--- config.mk ---
export PLATFORM = sky130hd
export DESIGN_NAME = mdio_mgmt_ctrl
export DESIGN_NICKNAME = d
export VERILOG_FILES = /design/src/rtl/mdio_pkg.sv /design/src/rtl/mdio_clk_div.sv /design/src/rtl/mdio_frame_shifter.sv /design/src/rtl/mdio_cmd_reg.sv /design/src/rtl/mdio_mgmt_ctrl.sv
export SDC_FILE = /design/constraint.sdc
export NUM_CORES = 1
export LEC_CHECK = 0
export BUFFER_PORTS_ARGS = -buffer_cell sky130_fd_sc_hd__buf_2
export CAP_MARGIN = 20
export CORE_ASPECT_RATIO = 0.5
export CORE_MARGIN = 2
export CORE_UTILIZATION = 50
export CTS_BUF_LIST = sky130_fd_sc_hd__clkbuf_2
export DETAILED_ROUTE_END_ITERATION = 8
export PLACE_DENSITY = 0.79
export SLEW_MARGIN = 10
export SYNTH_ARGS = -nofsm -noshare
export SYNTH_HDL_FRONTEND = slang
export SYNTH_SLANG_ARGS = --single-unit
--- constraint.sdc ---
create_clock -name clk -period 2.58 [get_ports clk]
set_input_delay 0.129 -clock clk [delete_from_list [all_inputs] [get_ports clk]]
set_output_delay 0.129 -clock clk [all_outputs]
set_load 0.05 [all_outputs]
--- src/rtl/mdio_pkg.sv ---
package mdio_pkg;

    // Field positions of the command/status word
    localparam int DATA_MSB   = 31;
    localparam int DATA_LSB   = 16;
    localparam int PHY_MSB    = 15;
    localparam int PHY_LSB    = 11;
    localparam int REG_MSB    = 10;
    localparam int REG_LSB    = 6;
    localparam int NVALID_BIT = 4;
    localparam int BUSY_BIT   = 3;
    localparam int RD_BIT     = 1;
    localparam int WR_BIT     = 0;

    localparam int ADDR_W = 5;
    localparam int DATA_W = 16;

    typedef enum logic [1:0] {
        OP_WRITE = 2'b01,
        OP_READ  = 2'b10
    } mdio_op_e;

endpackage

--- src/rtl/mdio_clk_div.sv ---
module mdio_clk_div #(
    parameter int HALF_DIV = 4
) (
    input  logic clk,
    input  logic rst_n,
    input  logic run,
    output logic mdc,
    output logic rise,
    output logic fall
);
    localparam int CW = (HALF_DIV > 1) ? $clog2(HALF_DIV) : 1;
    localparam logic [CW-1:0] WRAP_VAL = CW'(HALF_DIV - 1);

    typedef struct packed {
        logic [CW-1:0] cnt;
        logic          mdc;
    } div_t;

    div_t s_d, s_q;
    logic wrap;

    always_comb begin
        s_d  = s_q;
        wrap = (s_q.cnt == WRAP_VAL);
        rise = run && wrap && !s_q.mdc;
        fall = run && wrap && s_q.mdc;
        if (!run) begin
            s_d.cnt = '0;
            s_d.mdc = 1'b0;
        end else if (wrap) begin
            s_d.cnt = '0;
            s_d.mdc = !s_q.mdc;
        end else begin
            s_d.cnt = s_q.cnt + 1'b1;
        end
    end

    always_ff @(posedge clk or negedge rst_n) begin
        if (!rst_n) s_q <= '0;
        else        s_q <= s_d;
    end

    assign mdc = s_q.mdc;

endmodule

--- src/rtl/mdio_frame_shifter.sv ---
module mdio_frame_shifter
    import mdio_pkg::*;
#(
    parameter int PREAMBLE_BITS = 32
) (
    input  logic              clk,
    input  logic              rst_n,
    input  logic              start,
    input  logic              start_read,
    input  logic [ADDR_W-1:0] phy_addr,
    input  logic [ADDR_W-1:0] reg_addr,
    input  logic [DATA_W-1:0] wr_data,
    input  logic              rise,
    input  logic              fall,
    input  logic              mdio_i,
    output logic              busy,
    output logic              mdio_o,
    output logic              mdio_oe,
    output logic              done,
    output logic              done_read,
    output logic [DATA_W-1:0] rx_data,
    output logic              ta_bad
);
    localparam int FRAME_LEN = PREAMBLE_BITS + 32;
    localparam int CW        = $clog2(FRAME_LEN);
    localparam logic [CW-1:0] TA1_IDX  = CW'(PREAMBLE_BITS + 14);
    localparam logic [CW-1:0] TA2_IDX  = CW'(PREAMBLE_BITS + 15);
    localparam logic [CW-1:0] DAT0_IDX = CW'(PREAMBLE_BITS + 16);
    localparam logic [CW-1:0] LAST_IDX = CW'(FRAME_LEN - 1);

    typedef struct packed {
        logic                 busy;
        logic                 last;
        logic                 is_read;
        logic [CW-1:0]        idx;
        logic [FRAME_LEN-1:0] sh;
        logic                 oe;
        logic [DATA_W-1:0]    rx;
        logic                 ta_bad;
    } shf_t;

    shf_t       s_d, s_q;
    mdio_op_e   op;
    logic [1:0] ta_pat;
    logic [CW-1:0] nxt_idx;

    always_comb begin
        s_d     = s_q;
        done    = 1'b0;
        op      = start_read ? OP_READ : OP_WRITE;
        ta_pat  = start_read ? 2'b11 : 2'b10;
        nxt_idx = s_q.idx + 1'b1;
        if (!s_q.busy) begin
            if (start) begin
                s_d.busy    = 1'b1;
                s_d.last    = 1'b0;
                s_d.is_read = start_read;
                s_d.idx     = '0;
                s_d.sh      = {{PREAMBLE_BITS{1'b1}}, 2'b01, op, phy_addr, reg_addr,
                               ta_pat, wr_data};
                s_d.oe      = 1'b1;
                s_d.rx      = '0;
                s_d.ta_bad  = 1'b0;
            end
        end else begin
            if (rise) begin
                if (s_q.is_read && s_q.idx == TA2_IDX) s_d.ta_bad = mdio_i;
                if (s_q.is_read && s_q.idx >= DAT0_IDX) s_d.rx = {s_q.rx[DATA_W-2:0], mdio_i};
                if (s_q.idx == LAST_IDX) s_d.last = 1'b1;
            end
            if (fall) begin
                if (s_q.last) begin
                    s_d.busy = 1'b0;
                    s_d.last = 1'b0;
                    s_d.oe   = 1'b0;
                    done     = 1'b1;
                end else begin
                    s_d.idx = nxt_idx;
                    s_d.sh  = {s_q.sh[FRAME_LEN-2:0], 1'b0};
                    s_d.oe  = !s_q.is_read || (nxt_idx < TA1_IDX);
                end
            end
        end
    end

    always_ff @(posedge clk or negedge rst_n) begin
        if (!rst_n) s_q <= '0;
        else        s_q <= s_d;
    end

    assign busy      = s_q.busy;
    assign mdio_o    = s_q.sh[FRAME_LEN-1];
    assign mdio_oe   = s_q.oe;
    assign done_read = s_q.is_read;
    assign rx_data   = s_q.rx;
    assign ta_bad    = s_q.ta_bad;

endmodule

--- src/rtl/mdio_cmd_reg.sv ---
module mdio_cmd_reg
    import mdio_pkg::*;
#(
    parameter logic [ADDR_W-1:0] PHY_ADDR_RST = 5'd3
) (
    input  logic              clk,
    input  logic              rst_n,
    input  logic              reg_wr,
    input  logic [31:0]       reg_wdata,
    input  logic              busy,
    input  logic              done,
    input  logic              done_read,
    input  logic [DATA_W-1:0] rx_data,
    input  logic              ta_bad,
    output logic              start,
    output logic              start_read,
    output logic [31:0]       reg_rdata
);
    typedef struct packed {
        logic [DATA_W-1:0] data;
        logic [ADDR_W-1:0] phy;
        logic [ADDR_W-1:0] regad;
        logic              nvalid;
    } cmd_t;

    cmd_t s_d, s_q;
    logic accept;

    always_comb begin
        s_d        = s_q;
        accept     = reg_wr && !busy;
        start      = accept && (reg_wdata[RD_BIT] || reg_wdata[WR_BIT]);
        start_read = reg_wdata[RD_BIT];
        if (accept) begin
            s_d.data  = reg_wdata[DATA_MSB:DATA_LSB];
            s_d.phy   = reg_wdata[PHY_MSB:PHY_LSB];
            s_d.regad = reg_wdata[REG_MSB:REG_LSB];
            if (start) s_d.nvalid = 1'b0;
        end
        if (done && done_read) begin
            s_d.data   = rx_data;
            s_d.nvalid = ta_bad;
        end
    end

    always_ff @(posedge clk or negedge rst_n) begin
        if (!rst_n) begin
            s_q        <= '0;
            s_q.phy    <= PHY_ADDR_RST;
        end else begin
            s_q <= s_d;
        end
    end

    always_comb begin
        reg_rdata                    = '0;
        reg_rdata[DATA_MSB:DATA_LSB] = s_q.data;
        reg_rdata[PHY_MSB:PHY_LSB]   = s_q.phy;
        reg_rdata[REG_MSB:REG_LSB]   = s_q.regad;
        reg_rdata[NVALID_BIT]        = s_q.nvalid;
        reg_rdata[BUSY_BIT]          = busy;
    end

endmodule

--- src/rtl/mdio_mgmt_ctrl.sv ---
module mdio_mgmt_ctrl
    import mdio_pkg::*;
#(
    parameter int               MDC_HALF_DIV  = 4,
    parameter int               PREAMBLE_BITS = 32,
    parameter logic [4:0]       PHY_ADDR_RST  = 5'd3
) (
    input  logic        clk,
    input  logic        rst_n,
    input  logic        reg_wr,
    input  logic [31:0] reg_wdata,
    output logic [31:0] reg_rdata,
    output logic        mdc,
    output logic        mdio_o,
    output logic        mdio_oe,
    input  logic        mdio_i
);
    logic              busy, start, start_read, rise, fall;
    logic              done, done_read, ta_bad;
    logic [DATA_W-1:0] rx_data;

    mdio_cmd_reg #(
        .PHY_ADDR_RST(PHY_ADDR_RST)
    ) u_cmd (
        .clk       (clk),
        .rst_n     (rst_n),
        .reg_wr    (reg_wr),
        .reg_wdata (reg_wdata),
        .busy      (busy),
        .done      (done),
        .done_read (done_read),
        .rx_data   (rx_data),
        .ta_bad    (ta_bad),
        .start     (start),
        .start_read(start_read),
        .reg_rdata (reg_rdata)
    );

    mdio_clk_div #(
        .HALF_DIV(MDC_HALF_DIV)
    ) u_div (
        .clk  (clk),
        .rst_n(rst_n),
        .run  (busy),
        .mdc  (mdc),
        .rise (rise),
        .fall (fall)
    );

    mdio_frame_shifter #(
        .PREAMBLE_BITS(PREAMBLE_BITS)
    ) u_shf (
        .clk       (clk),
        .rst_n     (rst_n),
        .start     (start),
        .start_read(start_read),
        .phy_addr  (reg_wdata[PHY_MSB:PHY_LSB]),
        .reg_addr  (reg_wdata[REG_MSB:REG_LSB]),
        .wr_data   (reg_wdata[DATA_MSB:DATA_LSB]),
        .rise      (rise),
        .fall      (fall),
        .mdio_i    (mdio_i),
        .busy      (busy),
        .mdio_o    (mdio_o),
        .mdio_oe   (mdio_oe),
        .done      (done),
        .done_read (done_read),
        .rx_data   (rx_data),
        .ta_bad    (ta_bad)
    );

endmodule

**Word level (Yosys, flattened, before mapping)**

Index checks and enable logic that the tools add are counted.

- Flip-flop bits (word level): 121
- Output and inout bits: 35
- Word-level logic and storage cells: 75

- Add/subtract/negate cells: 2
- Magnitude comparators: 2
- Equal/unequal tests: 9
- Multiplexer cells: 25
- Bitwise logic cells: 1
- Reduce and logical (&&, ||, !) cells: 22

Operators with widths:

| operator | count |
|---|---|
| 2-to-1 mux 91 bit | 1 |
| 2-to-1 mux 88 bit | 1 |
| 2-to-1 mux 71 bit | 1 |
| 2-to-1 mux 70 bit | 1 |
| 2-to-1 mux 16 bit | 2 |
| 2-to-1 mux 27 bit | 1 |
| 2-to-1 mux 17 bit | 1 |
| equality test 6 bit, second input constant | 2 |
| != test 2 bit, second input constant | 6 |
| 2-to-1 mux 1 bit | 11 |
| 2-to-1 mux 2 bit | 5 |
| AND reduction 3 bit | 3 |
| logical AND 1 bit | 8 |
| adder 6 x 1 -> 6 bit, second input constant | 1 |
| >= comparator 6 bit, second input constant | 1 |
| < comparator 6 bit, second input constant | 1 |
| AND reduction 2 bit | 3 |
| nonzero test 2 bit | 3 |
| logical NOT 1 bit | 3 |
| 2-to-1 mux 3 bit | 1 |
| adder 2 x 1 -> 2 bit, second input constant | 1 |
| equality test 2 bit, second input constant | 1 |
| logical OR 1 bit | 2 |
| inverter 1 bit | 1 |

**Logic depth before layout (Yosys ltp)**

- Depth after elaboration: 8
- Depth in mapped cells: 8
- Depth with buffers taken out: 5

**Hierarchy**

A second synthesis with hierarchy kept.

- Cell total of the unflattened synthesis: 561
- Area total of the unflattened synthesis: 5,479.0 sq um

Modules (own cells, without submodules):

| module | instances | cells each | area an instance (sq um) | seq. area each (sq um) |
|---|---|---|---|---|
| mdio_frame_shifter | 1 | 444 | 4,092.7 | 2,277.2 |
| mdio_cmd_reg | 1 | 106 | 1,255.0 | 678.2 |
| mdio_clk_div | 1 | 11 | 131.4 | 75.1 |

**Worst setup path before layout**

OpenSTA, ideal clock, no wires.

- Path type: register -> register
- Start: register u_div.s_q, in the netlist u_div.mdc
- End: register u_shf.s_q, in the netlist u_shf.rx_data[10]
- Arrival: 1,579 ps
- Required time: 2,456 ps
- Setup slack: 877 ps
- Cell stages (with the launch flop): 7
- Cell sequence: dfrtp_1 > and2b_1 > nand2_1 > a22o_1 > buf_6 > buf_6 > mux2i_1

- Longest elaborated chain between the ends: 4

RTL lines:

| what | RTL line | text |
|---|---|---|
| from (decl) | mdio_clk_div.sv:19 | `div_t s_d, s_q;` |
| from (signal assigned) | mdio_clk_div.sv:39 | `if (!rst_n) s_q <= '0;` |
| from (signal assigned) | mdio_clk_div.sv:40 | `else s_q <= s_d;` |
| logical NOT 1 bit | mdio_clk_div.sv:25 | `rise = run && wrap && !s_q.mdc;` |
| logical AND 1 bit | mdio_clk_div.sv:25 |  |
| != test 2 bit (no source line) | n/a |  |
| AND reduction 3 bit (no source line) | n/a |  |
| to (signal assigned) | mdio_frame_shifter.sv:87 | `if (!rst_n) s_q <= '0;` |
| to (signal assigned) | mdio_frame_shifter.sv:88 | `else s_q <= s_d;` |
| to (decl) | mdio_frame_shifter.sv:42 | `shf_t s_d, s_q;` |

No other way between the ends.
A chain may end at the register's enable or synchronous reset.

**Final worst setup path**

- Start: register u_shf.s_q, in the netlist u_shf.busy
- End: register u_cmd.s_q, in the netlist u_cmd.reg_rdata[8]

- Longest elaborated chain between the ends: 2

RTL lines:

| what | RTL line | text |
|---|---|---|
| logical NOT 1 bit | n/a |  |
| logical AND 1 bit | mdio_cmd_reg.sv:31 | `accept = reg_wr && !busy;` |
| to (decl) | mdio_cmd_reg.sv:26 | `cmd_t s_d, s_q;` |

No other way between the ends.

==> impl_metrics.tcl <==
set metrics [dict create \
    cp.required_ns 3.22 \
    drt-pass1-iter-count 5 \
    post-route-period-util_pct 94.4 \
    vias_per_cell 5.22 \
    relSlewSlack_pct 35.6 \
    ant_nets 0 \
    fin_crit_ns 2.44 \
    wl_um 12200 \
    ys_seq_elements 121 \
    ys_types 43 \
    clk_latency_ns 0.70 \
    synth.area.top_cells "dfrtp_1 56%, nand2_1 14%, mux2i_1 6.0%, nand3_1 4.0%, a22oi_1 3.5%" \
    rrSetupSlack_ns 0.14 \
    yosysTopAreaCellShare_pct 56.1 \
    tightest_slew_ns 0.966 \
    synth_cells 557 \
    cp-end-kind "flip-flop" \
    synth.most_common_cell "nand2_1" \
    path_max_fanout 16 \
    max_stage_delay_ns 0.63 \
    outcome "finished, final reports clean" \
    grt_max_degree 45 \
    timing.rr.start "u_shf.busy" \
    cts.clk_slew.worst_paths_ns 0.22 \
    track_usage_pct 22.4 \
    finalHoldViolCount 0 \
    vias 4224 \
    coreArea_um2 10300 \
    grtUsageMet3_pct 5.83 \
    crit_chain "nor2b_1 -> buf_4 -> nand2_1 -> dlygate4sd3_1 -> nand2_1 -> dlygate4sd3_1" \
    leakagePower_nw 3.31 \
    yosys.area.top_type "dfrtp_1" \
    place_congestion 0.761 \
    hold-path-cell-count 5 \
    grt_pass1_vias 4169 \
    rows 26 \
    peakVddDrop_uv 346 \
    post-route-util_pct 62.1 \
    synth_edf_count 0 \
    synth_common_cells "200 x nand2_1, 119 x dfrtp_1, 42 x nand3_1" \
    hpwl_um 7070 \
    die_y_um 76.9 \
    hold_path_startpoint "reg_wr" \
    final_nets 694 \
    rr_worst_depth 6 \
    ios 71 \
    dr.first_iter.drc_count 352 \
    cts_resized 0 \
    skew_ns 0.0487 \
    wire_per_inst_um 15.0 \
    slew_violations 0 \
    fmax_mhz 410 \
    syn_area_um2 5310 \
    synth_flop_cell "dfrtp_1" \
    clock-sinks 121 \
    cts_root_buf "clkbuf_2" \
    drive_above_1_share_pct 16.9 \
    criticalPathCategory "flip-flop to flip-flop" \
    area_growth_pct 20.3 \
    die_area_um2 11500 \
    port_buffers 62 \
    yosysSeqAreaShare_pct 57.1 \
    power_mw 6.98 \
    critPathTopFamily "buffers and inverters" \
    p_per_area_nw_per_um2 1090 \
    avgSynthCellArea_um2 9.53 \
    grt_util_met2_pct 35.5 \
    cts_tree "done" \
    cp_slowest_cell "dlygate4sd3_1" \
    cts_made_buffers 17 \
    antenna_found_initial 0 \
    reg2reg_to "u_cmd.reg_rdata[8]" \
    top_usage_layer "met2" \
    arrival_ns 3.08 \
    crit_buf_inv 3 \
    cts_buffer_depth 2 \
    route.detailed.drc 0 \
    antenna_cells 0 \
    rsz0062_at_grt "no" \
    start_util_pct 51.6 \
    die_w_um 150 \
    num-fill-cells 830 \
    synthArstFlopShare_pct 100 \
    yosys_warnings 0 \
    fin_tns_setup_ns 0 \
    grt_overflow_total 0 \
    grt_pass1_wl_um 20100 \
    min_to "u_cmd.reg_rdata[6]" \
    holdCritPathClass "input port to flip-flop" \
    maxCapViolCount 0 \
    htreeDepth 4 \
    start_kind "flip-flop" \
    met1_usage_pct 28.6 \
    setup_viol 0 \
]
[power breakdown]
| group | internal [mW] | switching [mW] |
|---|---|---|
| clock | 0.433 | 0.752 |
| combinational | 0.883 | 1.63 |
| sequential | 2.72 | 0.561 |
[placed cells by master, fill, tap and decap left out, types with 3 or more instances in the layout]
master / instances
a22oi_1: 25
buf_2: 61
dlygate4sd3_1: 45
nor2b_1: 3
inv_1: 18
buf_4: 12
a221o_1: 5
clkbuf_2: 18
mux2i_1: 32
nand3_1: 42
clkinvlp_4: 3
and2_1: 5
o31ai_1: 4
nand2_1: 200
nor2_1: 4
conb_1: 4
o21ai_0: 24
clkinv_2: 5
dfrtp_1: 119
buf_12: 3
[worst reg2reg max path: cells and delay by family (launching register included)]
kind	cells	cell delay, ns
buf+inv	3	1.45
flops	1	0.54
simple gates	3	0.42
[state kept, by name, indices dropped and copies added (netlist names), 2 cells and up]
| signal | count |
|---|---|
| u_shf.s_q | 70 |
| u_cmd.reg_rdata | 27 |
| u_div.s_q | 2 |
| u_shf.rx_data | 16 |
[per-stage QoR]
| step | instance area [um2] | hold slack (ns) | setup WS (ns) | cells |
|---|---|---|---|---|
| floorplan | 5320 | -0.167 | 0.877 | 560 |
| global placement | 5700 | 0.100 | 0.550 | 731 |
| detailed placement | 5700 | 0.109 | 0.437 | 731 |
| CTS | 6390 | 0.00168 | 0.233 | 809 |
| global route | 6390 | 0.0227 | 0.0601 | 809 |
| finish | 6390 | 0.0599 | 0.144 | 809 |
[cells by family after synthesis]
logic type / synth area share [%]
AND/OR/NAND/NOR: 21.2
multiplexers: 6.03
AO/OA/AOI/OAI: 9.03
XOR/XNOR: 0.165
flip-flops: 57.1
adder cells (fa/ha/maj): 0.683
buffers and inverters: 5.77
other: 0.0706
[per-layer routing]
| layer | share of wire (%) | routed length (um) | vias up |
|---|---|---|---|
| met1 | 44 | 5350 | 2015 |
| li1 | - | - | 2039 |
| met3 | 5.1 | 620 | 39 |
| met5 | 0 | 0 | - |
| met4 | 3.3 | 403 | 0 |
| met2 | 48 | 5780 | 131 |
[layout make-up]
| type | instances | area (um2) | area share, % |
|---|---|---|---|
| well taps | 140 | 175 | 2.74 |
| inverters | 18 | 67.6 | 1.06 |
| multi-input cells | 377 | 1990 | 31.1 |
| clock buffers | 18 | 90.1 | 1.41 |
| repair buffers | 121 | 906 | 14.2 |
| clock inverters | 14 | 133 | 2.08 |
| flip-flops and latches | 121 | 3030 | 47.4 |
[worst max-delay path by stage]
stage,from,to,slack [ns],depth (start not counted)
CTS,u_shf.busy,u_cmd.reg_rdata[12],0.23,6
detailed placement,u_div.s_q[1],u_shf.rx_data[15],0.44,5
global placement,u_div.s_q[1],u_shf.rx_data[5],0.55,5
floorplan,u_div.mdc,u_shf.rx_data[10],0.88,6
global route,u_shf.busy,u_cmd.reg_rdata[8],0.06,6
finish,u_shf.busy,u_cmd.reg_rdata[8],0.14,6
[repair_timing]
item,4_1_cts,5_1_grt
hold buffers,46,0
buffers inserted,0,0
endpoints found under the hold margin,177,0
(Power assumes the default switching activity.)
